File: src/rtl/svcwd_pkg.sv
package svcwd_pkg;
    localparam int DATA_W = 32;

    localparam logic [7:0] OFS_CTRL  = 8'h00;
    localparam logic [7:0] OFS_TMO   = 8'h08;
    localparam logic [7:0] OFS_SVC   = 8'h10;
    localparam logic [7:0] OFS_COUNT = 8'h14;

    localparam logic [DATA_W-1:0] KEY_FIRST  = 32'h0000_A602;
    localparam logic [DATA_W-1:0] KEY_SECOND = 32'h0000_B480;

    localparam int BIT_EN   = 0;
    localparam int BIT_FRZ  = 1;
    localparam int BIT_STP  = 2;
    localparam int MODE_LSB = 9;

    typedef enum logic {
        SEQ_IDLE,
        SEQ_ARMED
    } seq_state_e;

    typedef enum logic [1:0] {
        CNT_HALT,
        CNT_RUN,
        CNT_FIRE
    } cnt_state_e;

    typedef struct packed {
        logic [1:0] mode;
        logic       stp;
        logic       frz;
        logic       en;
    } ctrl_t;
endpackage

File: src/rtl/svcwd_regs.sv
module svcwd_regs
    import svcwd_pkg::*;
#(
    parameter int ADDR_W   = 8,
    parameter int CNT_W    = 32,
    parameter int RST_TMO  = 256
) (
    input  logic              clk,
    input  logic              rst_n,
    input  logic [ADDR_W-1:0] bus_addr,
    input  logic              bus_wr,
    input  logic [DATA_W-1:0] bus_wdata,
    output logic [DATA_W-1:0] bus_rdata,
    input  logic [CNT_W-1:0]  count_q,
    output ctrl_t             ctrl,
    output logic [CNT_W-1:0]  tmo_val,
    output logic              en_rise,
    output logic              svc_wr
);
    logic hit_ctrl, hit_tmo, hit_svc, hit_count;

    always_comb begin
        hit_ctrl  = (bus_addr == ADDR_W'(OFS_CTRL));
        hit_tmo   = (bus_addr == ADDR_W'(OFS_TMO));
        hit_svc   = (bus_addr == ADDR_W'(OFS_SVC));
        hit_count = (bus_addr == ADDR_W'(OFS_COUNT));
    end

    always_comb begin
        en_rise = bus_wr && hit_ctrl && bus_wdata[BIT_EN] && !ctrl.en;
        svc_wr  = bus_wr && hit_svc;
    end

    always_ff @(posedge clk) begin
        if (!rst_n) begin
            ctrl    <= '0;
            tmo_val <= CNT_W'(RST_TMO);
        end else if (bus_wr) begin
            if (hit_ctrl) begin
                ctrl.en   <= bus_wdata[BIT_EN];
                ctrl.frz  <= bus_wdata[BIT_FRZ];
                ctrl.stp  <= bus_wdata[BIT_STP];
                ctrl.mode <= bus_wdata[MODE_LSB+1:MODE_LSB];
            end
            if (hit_tmo) begin
                tmo_val <= bus_wdata[CNT_W-1:0];
            end
        end
    end

    always_comb begin
        bus_rdata = '0;
        if (hit_ctrl) begin
            bus_rdata[BIT_EN]              = ctrl.en;
            bus_rdata[BIT_FRZ]             = ctrl.frz;
            bus_rdata[BIT_STP]             = ctrl.stp;
            bus_rdata[MODE_LSB+1:MODE_LSB] = ctrl.mode;
        end else if (hit_tmo) begin
            bus_rdata = DATA_W'(tmo_val);
        end else if (hit_count) begin
            bus_rdata = ctrl.en ? '0 : DATA_W'(count_q);
        end
    end
endmodule

File: src/rtl/svcwd_seq.sv
module svcwd_seq
    import svcwd_pkg::*;
(
    input  logic              clk,
    input  logic              rst_n,
    input  logic              active,
    input  logic              svc_wr,
    input  logic [DATA_W-1:0] svc_data,
    output logic              refresh,
    output seq_state_e        seq_state
);
    seq_state_e seq_next;
    logic       is_first, is_second;

    always_comb begin
        is_first  = (svc_data == KEY_FIRST);
        is_second = (svc_data == KEY_SECOND);
    end

    always_comb begin
        seq_next = seq_state;
        if (!active) begin
            seq_next = SEQ_IDLE;
        end else if (svc_wr) begin
            unique case (seq_state)
                SEQ_IDLE:  seq_next = is_first ? SEQ_ARMED : SEQ_IDLE;
                SEQ_ARMED: seq_next = is_first ? SEQ_ARMED : SEQ_IDLE;
                default:   seq_next = SEQ_IDLE;
            endcase
        end
    end

    always_ff @(posedge clk) begin
        if (!rst_n) seq_state <= SEQ_IDLE;
        else        seq_state <= seq_next;
    end

    always_comb begin
        refresh = active && svc_wr && is_second && (seq_state == SEQ_ARMED);
    end
endmodule

File: src/rtl/svcwd_counter.sv
module svcwd_counter
    import svcwd_pkg::*;
#(
    parameter int CNT_W    = 32,
    parameter int MIN_LOAD = 256,
    parameter int RST_CNT  = 256
) (
    input  logic             clk,
    input  logic             rst_n,
    input  logic             en,
    input  logic             advance,
    input  logic             load,
    input  logic [CNT_W-1:0] tmo_val,
    output logic [CNT_W-1:0] count_q,
    output cnt_state_e       cnt_state,
    output logic             fire
);
    localparam logic [CNT_W-1:0] FLOOR = CNT_W'(MIN_LOAD);
    localparam logic [CNT_W-1:0] ONE   = CNT_W'(1);

    logic [CNT_W-1:0] load_val;
    cnt_state_e       cnt_next;

    generate
        if (MIN_LOAD > 0) begin : g_clamp
            always_comb load_val = (tmo_val < FLOOR) ? FLOOR : tmo_val;
        end else begin : g_noclamp
            always_comb load_val = tmo_val;
        end
    endgenerate

    always_comb begin
        cnt_next = cnt_state;
        unique case (cnt_state)
            CNT_HALT: if (load) cnt_next = CNT_RUN;
            CNT_RUN: begin
                if (load)                          cnt_next = CNT_RUN;
                else if (!en)                      cnt_next = CNT_HALT;
                else if (advance && count_q == ONE) cnt_next = CNT_FIRE;
            end
            CNT_FIRE: cnt_next = en ? CNT_RUN : CNT_HALT;
            default:  cnt_next = CNT_HALT;
        endcase
    end

    always_ff @(posedge clk) begin
        if (!rst_n) cnt_state <= CNT_HALT;
        else        cnt_state <= cnt_next;
    end

    always_ff @(posedge clk) begin
        if (!rst_n) begin
            count_q <= CNT_W'(RST_CNT);
        end else if (load) begin
            count_q <= load_val;
        end else begin
            unique case (cnt_state)
                CNT_RUN:  if (en && advance) count_q <= count_q - ONE;
                CNT_FIRE: count_q <= load_val;
                default:  count_q <= count_q;
            endcase
        end
    end

    always_comb begin
        fire = (cnt_state == CNT_FIRE);
    end
endmodule

File: src/rtl/svcwd_top.sv
module svcwd_top
    import svcwd_pkg::*;
#(
    parameter int ADDR_W   = 8,
    parameter int CNT_W    = 32,
    parameter int MIN_LOAD = 256
) (
    input  logic              clk,
    input  logic              rst_n,
    input  logic [ADDR_W-1:0] bus_addr,
    input  logic              bus_wr,
    input  logic [31:0]       bus_wdata,
    output logic [31:0]       bus_rdata,
    input  logic              cnt_tick,
    input  logic              dbg_halt,
    input  logic              stop_req,
    output logic              wdt_reset
);
    ctrl_t            ctrl;
    logic [CNT_W-1:0] tmo_val;
    logic [CNT_W-1:0] count_q;
    logic             en_rise, svc_wr, refresh, load, advance, fire, svc_active;
    seq_state_e       seq_state;
    cnt_state_e       cnt_state;

    svcwd_regs #(.ADDR_W(ADDR_W), .CNT_W(CNT_W), .RST_TMO(MIN_LOAD)) u_regs (
        .clk(clk), .rst_n(rst_n), .bus_addr(bus_addr), .bus_wr(bus_wr),
        .bus_wdata(bus_wdata), .bus_rdata(bus_rdata), .count_q(count_q),
        .ctrl(ctrl), .tmo_val(tmo_val), .en_rise(en_rise), .svc_wr(svc_wr)
    );

    always_comb begin
        svc_active = ctrl.en && (ctrl.mode == 2'b00);
        load       = en_rise || refresh;
        advance    = cnt_tick && !(ctrl.frz && dbg_halt) && !(ctrl.stp && stop_req);
    end

    svcwd_seq u_seq (
        .clk(clk), .rst_n(rst_n), .active(svc_active), .svc_wr(svc_wr),
        .svc_data(bus_wdata), .refresh(refresh), .seq_state(seq_state)
    );

    svcwd_counter #(.CNT_W(CNT_W), .MIN_LOAD(MIN_LOAD), .RST_CNT(MIN_LOAD)) u_cnt (
        .clk(clk), .rst_n(rst_n), .en(ctrl.en), .advance(advance), .load(load),
        .tmo_val(tmo_val), .count_q(count_q), .cnt_state(cnt_state), .fire(fire)
    );

    always_comb begin
        wdt_reset = fire;
    end
endmodule

File: config.mk
export PLATFORM = sky130hd
export DESIGN_NAME = svcwd_top
export DESIGN_NICKNAME = d
export VERILOG_FILES = /design/src/rtl/svcwd_pkg.sv /design/src/rtl/svcwd_regs.sv /design/src/rtl/svcwd_seq.sv /design/src/rtl/svcwd_counter.sv /design/src/rtl/svcwd_top.sv
export SDC_FILE = /design/constraint.sdc
export NUM_CORES = 1
export LEC_CHECK = 0
export BUFFER_PORTS_ARGS = -buffer_cell sky130_fd_sc_hd__buf_2
export CORE_ASPECT_RATIO = 1.5
export CORE_MARGIN = 2
export CORE_UTILIZATION = 31
export CTS_CLUSTER_DIAMETER = 60
export DETAILED_ROUTE_END_ITERATION = 6
export PLACE_DENSITY = 0.48
export SLEW_MARGIN = 0
export SYNTH_ARGS = -nofsm -noshare
export SYNTH_HDL_FRONTEND = slang
export SYNTH_SLANG_ARGS = --single-unit
File: constraint.sdc
create_clock -name clk -period 5.05 [get_ports clk]
set_input_delay 0.2525 -clock clk [delete_from_list [all_inputs] [get_ports clk]]
set_output_delay 0.2525 -clock clk [all_outputs]
set_load 0.01 [all_outputs]
# After elaboration in Yosys (flattened, before gate mapping)
# Index checks and enable logic that the tools add are counted.
dict set report totals {
  regBits 72
  latch_bits 0
  ramBits 0
  romBits 0
  input_bits 46
  output_inout_bits 33
  elab_cells 66
  mem_count 0
}
dict set report classes {
  addsub 1
  multipliers 0
  n_div 0
  n_lt_le_gt_ge 1
  n_eq_ne 11
  n_shift 0
  muxes 18
  bitwise_logic 0
  n_reduce_logical 27
}
# operator count
set ops {}
lappend ops {{32-bit 2-to-1 mux} 6}
lappend ops {{32-bit by 16-bit == test with 1-bit output, second input constant} 2}
lappend ops {{32-bit one-hot mux with 2 select lines} 1}
lappend ops {{32-bit by 1-bit == test with 1-bit output, second input constant} 1}
lappend ops {{32-bit by 9-bit less-than comparator with 1-bit output, second input constant} 1}
lappend ops {{32-bit by 1-bit subtractor with 32-bit output, second input constant} 1}
lappend ops {{21-bit 2-to-1 mux} 1}
lappend ops {{8-bit by 5-bit == test with 1-bit output, second input constant} 2}
lappend ops {{1-bit logical AND} 14}
lappend ops {{2-bit 2-to-1 mux} 5}
lappend ops {{2-bit AND reduction} 5}
lappend ops {{8-bit by 4-bit == test with 1-bit output, second input constant} 1}
lappend ops {{8-bit logical NOT} 1}
lappend ops {{6-bit 2-to-1 mux} 1}
lappend ops {{2-bit one-hot mux with 3 select lines} 1}
lappend ops {{2-bit logical NOT} 2}
lappend ops {{4-bit by 3-bit != test with 1-bit output, second input constant} 1}
lappend ops {{1-bit logical NOT} 3}
lappend ops {{3-bit 2-to-1 mux} 1}
lappend ops {{3-bit by 2-bit != test with 1-bit output, second input constant} 1}
lappend ops {{3-bit nonzero test} 1}
lappend ops {{2-bit by 1-bit == test with 1-bit output, second input constant} 1}
lappend ops {{2-bit == test, second input constant} 1}
lappend ops {{1-bit 2-to-1 mux} 2}
lappend ops {{other kinds (2)} 2}

# Logic depth before layout (Yosys ltp)
# Gate-level depths: netlist of run 1.
dict set report depth {
  depth_word 9
  depth_mapped 7
  mapped_depth_nobuf 7
}

# Cells and area by module
# From an unflattened synthesis of run 1, not the netlist that was laid out.
dict set report hier_totals {
  hier_cells 485
  hier_area_um2 4139.0
}
# module n_inst cells_per_inst area_each_um2 seq_area_each_um2
set by_module_without_submodules {}
lappend by_module_without_submodules {svcwd_counter 1 252 2034.5 680.7}
lappend by_module_without_submodules {svcwd_regs 1 212 1921.8 740.7}
lappend by_module_without_submodules {svcwd_seq 1 17 150.1 20.0}
lappend by_module_without_submodules {svcwd_top 1 4 32.5 0.0}

# Worst setup path before layout of run 1
# OpenSTA, ideal clock, no wires.
dict set report synth_path {
  kind {register to register}
  startpoint {register u_regs.ctrl[0] (netlist name)}
  endpoint {register u_cnt.count_q[10]}
  setup_time_ps 136
  arrival_time_ps 2064
  t_required_ps 4914
  slack_ps 2851
  path_stages_with_launch 8
  n_path_buf 2
  period_less_slack_ps 2199
  path_cell_list {dfxtp_1 -> or3b_1 -> or4_1 -> or4_1 -> buf_2 -> buf_6 -> a21oi_1 -> a211oi_1}
}
dict set report synth_between {
  elab_chain_cells 7
  word_cells_on_any_way 12
  cone_classes {eq/ne (1); mux (1); reduce/logical (10)}
}
# element line
set synth_lines {}
lappend synth_lines {{1-bit logical AND} svcwd_top.sv:33} ;# svc_active = ctrl.en && (ctrl.mode == 2'b00);
lappend synth_lines {{1-bit logical AND (3 in series)} svcwd_seq.sv:39} ;# refresh = active && svc_wr && is_second && (seq_state == SEQ_ARMED);
lappend synth_lines {{1-bit logical OR} svcwd_top.sv:34} ;# load = en_rise || refresh;
lappend synth_lines {{3-bit by 2-bit != test with 1-bit output (no source line) or 3-bit nonzero test (tied branches)} n/a}
lappend synth_lines {{2-bit AND reduction (no source line)} n/a}
lappend synth_lines {{end signal: assignment} svcwd_counter.sv:53} ;# count_q <= CNT_W'(RST_CNT);
lappend synth_lines {{end signal: assignment} svcwd_counter.sv:55} ;# count_q <= load_val;
lappend synth_lines {{end signal: assignment} svcwd_counter.sv:58} ;# CNT_RUN: if (en && advance) count_q <= count_q - ONE;
lappend synth_lines {{end: declaration} svcwd_counter.sv:14} ;# output logic [CNT_W-1:0] count_q,
# Parallel ways exist; a longest one is shown, timed or not.
# A chain may end at the register's enable or synchronous reset.

# Worst setup path in the final report of run 1
dict set report layout_path {
  startpoint {register u_regs.ctrl[0] (netlist name)}
  endpoint {register u_cnt.count_q[31]}
}
dict set report layout_between {
  elab_chain_cells 7
  word_cells_on_any_way 12
  cone_classes {eq/ne (1); mux (1); reduce/logical (10)}
}
# element line
set layout_lines {}
lappend layout_lines {{1-bit logical AND} svcwd_top.sv:33}
lappend layout_lines {{1-bit logical AND (3 in series)} svcwd_seq.sv:39}
lappend layout_lines {{1-bit logical OR} svcwd_top.sv:34}
lappend layout_lines {{3-bit by 2-bit != test with 1-bit output (no source line) or 3-bit nonzero test (tied branches)} n/a}
lappend layout_lines {{2-bit AND reduction (no source line)} n/a}
# Parallel ways exist; a longest one is shown, timed or not.

==> summary.md, run 1 <==
The iteration-0 DRC count of the detailed router was 236; the maximum cell stage delay along the critical path was 0.52 ns. The number of warnings printed during yosys synthesis is 0. Row generation in the floorplan step produced 50 rows.

The logs give 0.33 ns for the insertion delay of the later-clocked pin in the worst-skew pair and 9 for the total clock buffers created by CTS. The number of nets at the end of the flow was 595; the clock slew at the register clock pins of the worst setup and hold paths was 0.06 ns. The final number of hold-violating endpoints came out at 0.

The signal on the critical path passes through or3b_1, or4_1, nor4_1, buf_4, nor2_1, buf_4, a211oi_1. For this design, the slowest cell found on the critical path is sky130_fd_sc_hd__dfxtp_1. The first global-routing pass estimated 21.4 mm of wire. After technology mapping, the gate count stands at 486. The number of clock sinks seen by CTS is 72. For the number of instances resized during post-cts repair, the log shows 0. Counting stages on the worst path, the most repeated cell is sky130_fd_sc_hd__buf_4. The clock period minus final worst setup slack works out to 2.69 ns. Of the synthesized area, sequential elements account for 36.5%. TritonCTS built the clock tree. After synthesis, the netlist uses 49 different library cells. The tools report the met3 routed wirelength as 469 µm.

In this run the power density over the cells is 257 nW/µm². The horizontal die dimension was 96.1 µm. STA classifies the critical path endpoint as a flop. After synthesis the netlist holds a flip-flop and latch count of 72. The all-layer global routing usage is 20.7%. Based on the critical path, the design can be clocked at up to 371 MHz. For the leftover overflow at the end of global routing, the log shows 0.

The number of enable-type register cells in the synthesized netlist is 0. 79 I/O pins were placed. The normalized max-slew margin came out at 21.8%. The run finished with clean final reports.

The tools report the number of hold buffers added after CTS as 0. The tools report the deepest level of the CTS H-tree as 3. The wire-length estimate of the detail-placed layout is 9.70 mm.

In the final layout, flip-flops and latches occupy 1440 µm². Routability-driven placement congestion ratio: 0.856. After synthesis, the cell types taking the most area are sky130_fd_sc_hd__dfxtp_1 (37%), sky130_fd_sc_hd__a21oi_1 (7.9%), sky130_fd_sc_hd__nand2_1 (6.8%), sky130_fd_sc_hd__a22o_1 (6.0%), sky130_fd_sc_hd__xnor2_1 (4.7%). The predominant post-synthesis flop cell was sky130_fd_sc_hd__dfxtp_1.

Max-cap violations in this run came to 0. The tree is rooted in a sky130_fd_sc_hd__clkbuf_16. After clock tree synthesis, the setup repair step added 0 buffers. For this design the static power due to leakage is 1.80 nW. The maximum fanout encountered on the critical timing path was 24; the proportion of register bits with asynchronous set or reset after synthesis was 0%. Input and output buffers added on the ports amount to 78. The via density per instance was 5.70. The final setup violation count is 0. The critical path is of the flop to flop type. Total via count in the routed design: 4038. The synthesized area per cell came out at 8.12 µm². The signal arrival time at the worst endpoint came out at 2.93 ns. Between clock sinks in the finished design, the worst skew comes to 0.00373 ns.

The routed design has 13.6 mm of wire. Setup repair after global routing left no endpoint under its margin. The number of placed instances, taps included, is 692. After filler insertion, the fill cell instance count of the layout stands at 1337. The iteration count of the initial detailed-routing pass came out at 5.

The average routed wire per standard cell is 19.2 µm, and the remaining design rule violation count is 0. Data on the critical path is required at its endpoint by 5.29 ns. The area of the multi-input gates was 2320 µm²; the wire length the detailed router placed on met1 was 5.38 mm.

The routed wire length on met2 was 7.30 mm; the slew at the pin closest to its max-slew limit was 1.17 ns. The number of global-route vias before repair was 3922; the initial antenna violation count was 0. The deepest clock path buffer count is 2, and the final period utilization is 53.3%.

The count of nets left with antenna violations once routing finished came out at 0. The number of buffers and inverters on the critical path is 2. Among cell families on the critical path, the largest total delay comes from simple AND/OR/NAND/NOR gates. The category of the worst setup path launch point was a flop. Entering global routing, the biggest net connects 69 pins.

After synthesis the cells add up to 3950 µm². The initial core utilization came out at 31.7%. Summed over all failing endpoints, the final setup total negative slack is 0 ns. The floorplan step defined a core boundary enclosing 12400 µm².

Cells with a size suffix above 1 make up 19.9% of the layout. The diode insertion count for antenna repair is 0. Signal routing reaches up to met4. The count of cells in the finished layout, fillers not included, comes to 708. The peak supply drop is 0.000164 V, and the signed area change from the synthesized netlist to the final layout is 19.3%. The total die area is 13700 µm², and the net count of the mapped netlist is 534. The run gives 0 as the final max-slew violation count. Of all cell types, the one taking the most synthesized area is sky130_fd_sc_hd__dfxtp_1.

In this run the worst hold path is classified as input pin to flop. In this run the vertical extent of the chip is 142 µm. Summed over its instances, the top area cell type makes up 36.5% of the synthesized netlist area.
-- cells in the mapped netlist (2+ instances only) --
cell type                  number
sky130_fd_sc_hd__a211oi_1      24
sky130_fd_sc_hd__a21oi_1       62
sky130_fd_sc_hd__a222oi_1       5
sky130_fd_sc_hd__a22o_1        27
sky130_fd_sc_hd__and2_1         2
sky130_fd_sc_hd__and4_1         3
sky130_fd_sc_hd__buf_1          3
sky130_fd_sc_hd__buf_2          7
sky130_fd_sc_hd__buf_6          3
sky130_fd_sc_hd__clkbuf_1      22
sky130_fd_sc_hd__dfxtp_1       72
sky130_fd_sc_hd__ha_1           2
sky130_fd_sc_hd__inv_1          9
sky130_fd_sc_hd__mux2i_1        5
sky130_fd_sc_hd__nand2_1       72
sky130_fd_sc_hd__nand2b_1       3
sky130_fd_sc_hd__nand3_1       13
sky130_fd_sc_hd__nand4_1       11
sky130_fd_sc_hd__nor2_1        22
sky130_fd_sc_hd__nor2b_1        4
sky130_fd_sc_hd__nor3_1         6
sky130_fd_sc_hd__nor3b_1        2
sky130_fd_sc_hd__nor4_1        26
sky130_fd_sc_hd__nor4_2         2
sky130_fd_sc_hd__nor4b_1        5
sky130_fd_sc_hd__o211ai_1       9
sky130_fd_sc_hd__o21ai_0        2
sky130_fd_sc_hd__o31a_1         2
sky130_fd_sc_hd__or2_2          2
sky130_fd_sc_hd__or3_1          4
sky130_fd_sc_hd__or4_1         10
sky130_fd_sc_hd__xnor2_1       21
sky130_fd_sc_hd__xor2_1         8
-- worst reg2reg max path, delay by kind of cell, from the launching register on --
family	cells	cell delay, ns
buffers and inverters	2	0.52
flip-flops	1	0.52
AND/OR/NAND/NOR	4	1.32
AO/OA/AOI/OAI	1	0.24
-- cells by family after synthesis --
family / count (synthesis) / share of synthesized area [%]
AND/OR/NAND/NOR: 195 / 26.3
buffers and inverters: 45 / 5.07
AO/OA/AOI/OAI: 137 / 23.5
flip-flops: 72 / 36.5
multiplexers: 6 / 1.55
adder cells (fa/ha/maj): 2 / 0.634
XOR/XNOR: 29 / 6.44
-- placed cells by master (no fill, tap or decap), drive strengths merged, types with 13 or more instances in the layout --
master / count
xnor2: 21
nand3: 13
nand2: 72
a211oi: 25
a21oi: 63
a22o: 27
dfxtp: 72
buf: 85
nor2: 22
nor4: 28
-- registers in the layout, summed over array words and instances (netlist names) --
signal / count
u_cnt.cnt_state: 2
u_cnt.count_q: 32
u_regs.ctrl: 5
u_regs.tmo_val: 32
u_seq.seq_state: 1
-- routing by layer --
| metal | GRT usage, % | vias to the layer above |
|---|---|---|
| met5 | 0 | - |
| met4 | 9.55 | 0 |
| met3 | 2.91 | 21 |
| met2 | 36.1 | 99 |
| met1 | 24.5 | 1976 |
| li1 | - | 1942 |
-- stage by stage --
stage	util, %	cell area (µm²)	setup slack (ns)	total power [W]	hold slack [ns]
finish	37.8	4710	2.36	0.00121	0.162
global route	37.8	4710	2.08	0.00125	0.168
CTS	37.8	4710	2.35	0.00123	0.160
detailed placement	35.6	4430	2.02	0.000631	0.468
global placement	35.6	4430	2.08	0.000631	0.451
floorplan	-	3950	2.85	0.000600	0.329
-- area by class of cell --
| cell class | instances | area share [%] |
|---|---|---|
| clock inverter | 6 | 0.957 |
| tap | 156 | 4.15 |
| timing repair buffer | 85 | 9.41 |
| sequential | 72 | 30.6 |
| multi-input combinational | 369 | 49.2 |
| clock buffer | 10 | 4.86 |
| inverter | 10 | 0.797 |
-- power by group --
group,internal [W],leakage [nW],switching (W)
registers,0.000568,0.580,0.000000865
clock network,0.000334,0.125,0.000259
logic,0.0000187,1.09,0.0000301
total,0.000922,1.80,0.000290
-- worst paths after layout --
| check | start | to | slack, ns | cells after the start |
|---|---|---|---|---|
| worst max-delay path | u_regs.ctrl[0] | u_cnt.count_q[31] | 2.36 | 7 |
| worst min-delay path | bus_wdata[30] | u_regs.tmo_val[30] | 0.16 | 3 |
| worst max register to register | u_regs.ctrl[0] | u_cnt.count_q[31] | 2.36 | 7 |
| worst min register to register | u_seq.seq_state | u_seq.seq_state | 0.48 | 2 |
Power figures use the tool's default switching activity.
==> run 2: changes to the inputs <==
--- a/config.mk
+++ b/config.mk
@@ -5,13 +5,14 @@
 export SDC_FILE = /design/constraint.sdc
 export NUM_CORES = 1
 export LEC_CHECK = 0
+export ABC_AREA = 1
 export BUFFER_PORTS_ARGS = -buffer_cell sky130_fd_sc_hd__buf_2
 export CORE_ASPECT_RATIO = 1.5
 export CORE_MARGIN = 2
 export CORE_UTILIZATION = 31
 export CTS_CLUSTER_DIAMETER = 60
 export DETAILED_ROUTE_END_ITERATION = 6
-export PLACE_DENSITY = 0.48
+export PLACE_DENSITY = 0.49
 export SLEW_MARGIN = 0
 export SYNTH_ARGS = -nofsm -noshare
 export SYNTH_HDL_FRONTEND = slang
==> constraint.sdc (replaced) <==
create_clock -name clk -period 2.3 [get_ports clk]
set_input_delay 0.115 -clock clk [delete_from_list [all_inputs] [get_ports clk]]
set_output_delay 0.115 -clock clk [all_outputs]
set_load 0.01 [all_outputs]
==> summary.md, run 2 <==
The die covers 15900 µm². The run gives 4610 µm² as the area of the mapped netlist. For this run, the number of Yosys warnings is 0. The setup total negative slack came out at 0 ns.

Counting every sink on the clock net gives 72. Of the cells placed in the final design, the portion with a size suffix greater than 1 is 15.3%. The tool flagged a number of max-cap violations equal to 0. The wire-length estimate of the detail-placed layout is 12.5 mm.

The worst-case setup margin in the final layout is 0.244 ns. The clock period minus final worst setup slack was 2.06 ns. The sequential area share after synthesis was 31.3%; the area of the core was 14500 µm². The tree is rooted in a sky130_fd_sc_hd__clkbuf_16. Predominant post-synthesis flop cell: sky130_fd_sc_hd__dfxtp_1. The iteration-0 DRC count of the detailed router is 367, and the remaining design rule violation count is 0. The finished cells cover 5480 µm². Dividing total power by cell area gives a power density of 485 nW/µm².

The net count of the mapped netlist was 797; the all-layer global routing usage was 21.1%. Across the whole layout, storage elements account for 1440 µm². In this run the worst path has a maximum fanout of 22. Clock-pin slew was measured on the worst setup and hold paths at 0.06 ns. The multi-input combinational cells in the finished layout cover a total of 2670 µm². Counting the fill cells in the layout gives 1627.

In this run, distinct cell masters in the synthesized netlist total 40. Synthesis inferred 72 register bits. In the post-synthesis netlist, the cell with the most instances is sky130_fd_sc_hd__nand2_1. STA puts the critical path data required time at 2.18 ns. Number of enable-type register cells in the synthesized netlist: 0.

The number of buffers added on ports is 78. Each instance of the synthesized netlist takes up on average 6.16 µm². Class of the most critical setup path: flop to primary output. The number of top-level design ports was 79; the worst slack after detailed placement was 0.397 ns. Peak supply drop: 0.000249 V.

The hold slack was 0.0170 ns. Dividing the detail-routed wire length by the instance count gives 16.2 µm. The total clock buffers created by CTS is 9. In the layout the commonest cells are sky130_fd_sc_hd__nand2_1 (155), sky130_fd_sc_hd__nor2_1 (131), sky130_fd_sc_hd__inv_1 (92), sky130_fd_sc_hd__buf_2 (78), sky130_fd_sc_hd__dfxtp_1 (72). Count of antenna-violating nets left after detailed routing: 0. Setup violations remaining at the end of the flow were counted as 0. The leakage power of the design was 2.43 nW; the initial antenna violation count was 0. The number of antenna diodes in the final layout is 0. The first detailed-routing pass took 5 iterations. The cell type with the largest total area after synthesis is sky130_fd_sc_hd__dfxtp_1. At the pin with the least slew margin, the transition time is 0.898 ns. Measured along the y axis, the die boundary spans 153 µm. For this block, the routed nets add up to 16.6 mm of wire. The logs give 0 for the final max-slew violation count and 0.34 ns for the insertion delay of the later-clocked pin in the worst-skew pair. The horizontal die dimension was 104 µm; the routability-driven placement congestion ratio was 0.938. The number of global-route vias before repair is 4977, and the normalized max-slew margin is 40.0%.

After global routing the overflow that remains totals 0. The critical path contains buffers and inverters numbering 2 combined. After synthesis, the cell types taking the most area are sky130_fd_sc_hd__dfxtp_1 (31%), sky130_fd_sc_hd__nand2_1 (13%), sky130_fd_sc_hd__nor2_1 (11%), sky130_fd_sc_hd__inv_1 (7.5%), sky130_fd_sc_hd__a21oi_1 (6.2%). Static timing analysis puts the maximum clock frequency at 486 MHz. Commonest non-fill, non-tap cell in the layout: sky130_fd_sc_hd__nand2_1. The signal on the critical path passes through nor4_2, nand2_1, buf_4, o22ai_1, buf_2. The floorplan has 54 rows. From synthesis to final layout, the design area changed by 18.9%.

STA puts the critical path data arrival time at 1.94 ns. Counting flops with an async set or reset pin after synthesis yields a share of 0%. The final number of hold-violating endpoints is 0, and the final period utilization is 89.4%.

Setup repair after global routing left no endpoint under its margin. The commonest cells after synthesis are sky130_fd_sc_hd__nand2_1 (155), sky130_fd_sc_hd__nor2_1 (131), sky130_fd_sc_hd__inv_1 (92), sky130_fd_sc_hd__dfxtp_1 (72), sky130_fd_sc_hd__a21oi_1 (57). The pin count of the biggest net entering global routing was 47. The routed layout has 5179 vias. TritonCTS built the clock tree. The cell family contributing the most delay on the critical path is simple AND/OR/NAND/NOR gates.

The slowest library cell on the worst path was sky130_fd_sc_hd__dfxtp_1. STA classifies the critical path startpoint as a flop. The number of hold buffers added after CTS is 0. The post-synthesis cell count is 749.

The run finished with clean final reports. For this configuration, the core starts out at a cell density of 31.7%. Number of nets at the end of the flow: 873. The H-tree was split into 3 levels. Maximum cell stage delay along the critical path: 0.36 ns.

In this run the deepest clock path goes through 2 buffers. Using the TritonRoute via totals, the vias-per-cell ratio works out to 5.05. The wire length of the first global-routing pass was 26.7 mm; the placed standard-cell area was 5220 µm².

The top cell type's share of synthesized area is 31.3%, and the core occupancy in the finished layout is 37.8%. The largest registers in the layout are u_cnt.count_q (32), u_regs.tmo_val (32), u_regs.ctrl (5). STA classifies the critical path endpoint as a primary output. On the final layout, the worst clock skew is 0.00592 ns. In this run the worst hold path is classified as input pin to flop.
run 2: changes by cell type after synthesis, moves of 9 or more:
| cell | change |
|---|---|
| sky130_fd_sc_hd__nor2_1 | +109 |
| sky130_fd_sc_hd__nor4_1 | -21 |
| sky130_fd_sc_hd__a211oi_1 | -24 |
| sky130_fd_sc_hd__o21ai_0 | +54 |
| sky130_fd_sc_hd__a22o_1 | -27 |
| sky130_fd_sc_hd__xnor2_1 | -21 |
| sky130_fd_sc_hd__nor3_1 | +9 |
| sky130_fd_sc_hd__nand3_1 | +27 |
| sky130_fd_sc_hd__inv_1 | +83 |
| sky130_fd_sc_hd__or4_1 | -10 |
| sky130_fd_sc_hd__o22ai_1 | +22 |
| sky130_fd_sc_hd__nand2_1 | +83 |
run 2: timing repair:
action / CTS / global route
gates resized for setup: 0 / 1
buffers inserted: 0 / 0
hold endpoints to repair: 0 / 0
setup endpoints to repair: 0 / 23
run 2: metrics by stage:
step / cells / total power (W)
2_1_floorplan: 749 / 0.00134
3_3_place_gp: 1010 / 0.00141
3_5_place_dp: 1010 / 0.00141
4_1_cts: 1025 / 0.00269
5_1_grt: 1025 / 0.00276
6_report: 1025 / 0.00266
run 2: logic make-up after synthesis:
| logic type | synth area share (%) |
|---|---|
| flops | 31.3 |
| buf+inv | 11.0 |
| xor+xnor | 2.66 |
| fa+ha+maj | 0.543 |
| simple gates | 37.0 |
| compound gates | 17.5 |
run 2: per-layer routing:
metal / up-vias / global-route usage [%] / wire length (µm)
met2: 173 / 35.1 / 7780
met4: 0 / 7.46 / 419
met3: 29 / 3.84 / 1000
li1: 2600 / - / -
met1: 2377 / 27.5 / 7400
met5: - / 0 / 0
run 2: final cells by class:
class | count | share of cell area, %
clock inverters | 4 | 0.411
flip-flops and latches | 72 | 26.3
well taps | 196 | 4.47
inverters | 97 | 6.64
clock buffers | 11 | 4.24
repair buffers | 92 | 9.26
multi-input cells | 553 | 48.7
run 2: worst paths after layout:
| path | start | end | slack, ns | depth (start not counted) |
|---|---|---|---|---|
| max | u_regs.ctrl[0] | bus_rdata[23] | 0.24 | 5 |
| max reg2reg | u_regs.ctrl[0] | u_cnt.count_q[10] | 0.44 | 10 |
| min | bus_wdata[3] | u_regs.tmo_val[3] | 0.02 | 3 |
| min reg2reg | u_regs.tmo_val[25] | u_cnt.count_q[25] | 0.47 | 2 |
run 2: power breakdown:
| part | total, W | switching [W] | internal, W |
|---|---|---|---|
| combinational | 0.000137 | 0.0000877 | 0.0000495 |
| sequential | 0.00125 | 0.00000168 | 0.00125 |
| clock | 0.00127 | 0.000553 | 0.000719 |
| total | 0.00266 | 0.000642 | 0.00202 |
run 2: tightest hold or removal path: stages:
cell	delay (ns)
sky130_fd_sc_hd__buf_2	0.09
sky130_fd_sc_hd__nor2_1	0.04
sky130_fd_sc_hd__nor2_1	0.08
==> run 3: changes to the inputs <==
--- a/config.mk
+++ b/config.mk
@@ -10,6 +10,7 @@
 export CORE_ASPECT_RATIO = 1.5
 export CORE_MARGIN = 2
 export CORE_UTILIZATION = 31
+export CTS_BUF_LIST = sky130_fd_sc_hd__clkbuf_4
 export CTS_CLUSTER_DIAMETER = 60
 export DETAILED_ROUTE_END_ITERATION = 6
 export PLACE_DENSITY = 0.49
==> summary.md, run 3 (synthesis results as in run 2) <==
The final number of hold-violating endpoints came out at 0. In this run the static leakage power is 2.48 nW. Of all nets on the critical path, the largest fanout is 22. TritonCTS built the clock tree. The library cell used most frequently in the layout, excluding fill and tap cells, is sky130_fd_sc_hd__nand2_1. From synthesis to final layout, the design area changed by 21.6%. The tools report the final setup violation count as 0. Row generation in the floorplan step produced 54 rows. Counting the buffers created by CTS gives 9. Measured along the y axis, the die boundary spans 153 µm.

The tools report the startpoint of the worst setup timing path as u_regs.ctrl[0]. The tools report the remaining design rule violation count as 0. Setup repair after global routing left no endpoint under its margin. The all-layer global routing usage came out at 21.2%. Per report_power, the clock group accounts for 33.6% of the total. The clock reaches the later pin of the worst-skew pair after 0.44 ns. For flop-to-flop paths, the worst setup slack is 0.43 ns. The power per unit of standard cell area is 382 nW/µm². Clock root buffer: sky130_fd_sc_hd__clkbuf_4.

Counting instances, the worst hold path has a depth of 3. The number of cells on the worst reg-to-reg path is 10. In this run the tool buffered the top-level ports with 78 buffer cells. Summed over all layers, the routed wires come to 16.9 mm.

The clock period minus final worst setup slack is 2.13 ns. The capturing point of the worst reg2reg path is u_cnt.count_q[10]. For this design, the sink count on the clock tree is 72. Summing all flip-flop and latch instances after layout gives 1440 µm². The flow ran to the end, and the final reports show no timing, DRC or antenna violations. The worst pin sits at a relative slew slack of 39.9%. The via density per instance is 4.99. The total via count in the routed design was 5251; the number of global-route vias before repair was 5040. Registers are responsible for 58.3% of the overall power. The largest registers in the layout are u_cnt.count_q (32), u_regs.tmo_val (32), u_regs.ctrl (5). Net switching is 27.1% of the power. For the buffers inserted during post-CTS setup optimization, the log shows 0.

Data on the critical path arrives at its endpoint at 2.02 ns. Between clock sinks in the finished design, the worst skew comes to 0.0279 ns. The iteration count of the initial detailed-routing pass was 5; the core occupancy in the finished layout was 38.6%. The floorplan step defined a die boundary enclosing 15900 µm².

Leaving out fill and tap cells, the most frequent cells in the layout are sky130_fd_sc_hd__nand2_1 (154), sky130_fd_sc_hd__nor2_1 (131), sky130_fd_sc_hd__inv_1 (92), sky130_fd_sc_hd__buf_2 (78), sky130_fd_sc_hd__dfxtp_1 (72). The logs give 1600 for the number of inserted filler cells in the final layout and 0.000581 W for the net load switching power. After global routing the overflow that remains totals 0. STA classifies the critical path startpoint as a flop. The initial antenna violation count was 1. The routability-driven placement congestion ratio was 0.938. Final period utilization: 92.7%. No sink is reached through more buffers than the 2 on the longest clock path. After the last flow step, the layout net total stands at 900. The iteration-0 DRC count of the detailed router came out at 372. After clock tree synthesis, the clock-pin slew on the worst setup and hold paths is 0.12 ns. For the half-perimeter wire length after placement, the log shows 12.5 mm.

The tool flagged a number of max-cap violations equal to 0. The die is 104 µm wide. In this run the standard cell core region covers 14500 µm².

The count of antenna-violating nets left after detailed routing is 0, and the fraction of layout cells with a size suffix above 1 is 15.2%. The first global-routing pass estimated 26.8 mm of wire. The initial core utilization is 31.7%, and the slew at the pin closest to its max-slew limit is 0.901 ns.

The critical path is of the flop to primary output type. The run gives 0.0222 ns as the hold slack. Timing would allow up to 469 MHz. The internal portion of the total power is 0.00156 W.

Number of top-level design ports: 79. The final max-slew violation count is 0. Dividing the detail-routed wire length by the instance count gives 16.0 µm.

The area of the multi-input gates is 2670 µm², and the power share of the combinational group is 8.1%. STA puts the critical path data required time at 2.18 ns. STA classifies the critical path endpoint as a primary output. The deepest level of the CTS H-tree came out at 3.

VDD sags by at most 0.000212 V. The worst register-to-register path begins at u_regs.ctrl[0]. Entering global routing, the biggest net connects 47 pins. Class of the worst hold path: input pin to flop.

The setup total negative slack is 0 ns. The most critical setup path has its endpoint at bus_rdata[23].
## run 3: layer usage
metal	up-vias	wire [µm]	global-route usage, %
met4	0	396	7.14
met2	182	8020	36.0
li1	2647	-	-
met1	2394	7540	27.3
met3	28	893	3.37
met5	-	0	0
## run 3: worst max-delay path, stage by stage, from the launching register on
cell	delay, ns
sky130_fd_sc_hd__dfxtp_1	0.39
sky130_fd_sc_hd__nor4_2	0.38
sky130_fd_sc_hd__nand2_2	0.16
sky130_fd_sc_hd__buf_4	0.26
sky130_fd_sc_hd__o22ai_1	0.22
sky130_fd_sc_hd__buf_2	0.18
## run 3: repair_timing
item,4_1_cts,5_1_grt
hold endpoints to repair,31,0
resized for setup,0,2
endpoints found under the setup margin,0,25
hold buffers,27,0
## run 3: how the worst min path moves through the flow
stage / from / slack [ns] / to
final: bus_wdata[24] / 0.02 / u_regs.tmo_val[24]
after CTS: bus_wdata[24] / 0.003 / u_regs.tmo_val[24]
after global placement: bus_wdata[5] / 0.36 / u_regs.tmo_val[5]
after detailed placement: bus_wdata[3] / 0.37 / u_regs.tmo_val[3]
after floorplan: bus_wdata[8] / 0.25 / u_regs.tmo_val[8]
after global routing: bus_wdata[24] / 0.02 / u_regs.tmo_val[24]
## run 3: area by class of cell
type                            count  area share (%)
Antenna cell                        1          0.0446
Clock buffer                       11            1.47
Clock inverter                      4           0.402
Inverter                           97            6.49
Multi-Input combinational cell    553            47.6
Sequential cell                    72            25.7
Tap cell                          196            4.37
Timing Repair Buffer              119            13.9
## run 3: power by group through the flow
stage          Sequential [W]  Combinational [W]  Clock, W
6_report              0.00125           0.000173  0.000721
5_1_grt               0.00125           0.000193  0.000788
4_1_cts               0.00125           0.000172  0.000738
3_5_place_dp          0.00128           0.000136         0
3_3_place_gp          0.00128           0.000137         0
2_1_floorplan         0.00128          0.0000588         0
## run 3: through the flow
stage | instance area [µm²] | setup WS [ns] | std cells | power, W
CTS | 5600 | 0.00646 | 1052 | 0.00216
detailed placement | 5220 | 0.397 | 1010 | 0.00141
global route | 5610 | 0.00724 | 1053 | 0.00223
floorplan | 4610 | 0.727 | 749 | 0.00134
global placement | 5220 | 0.403 | 1010 | 0.00141
finish | 5610 | 0.167 | 1053 | 0.00214
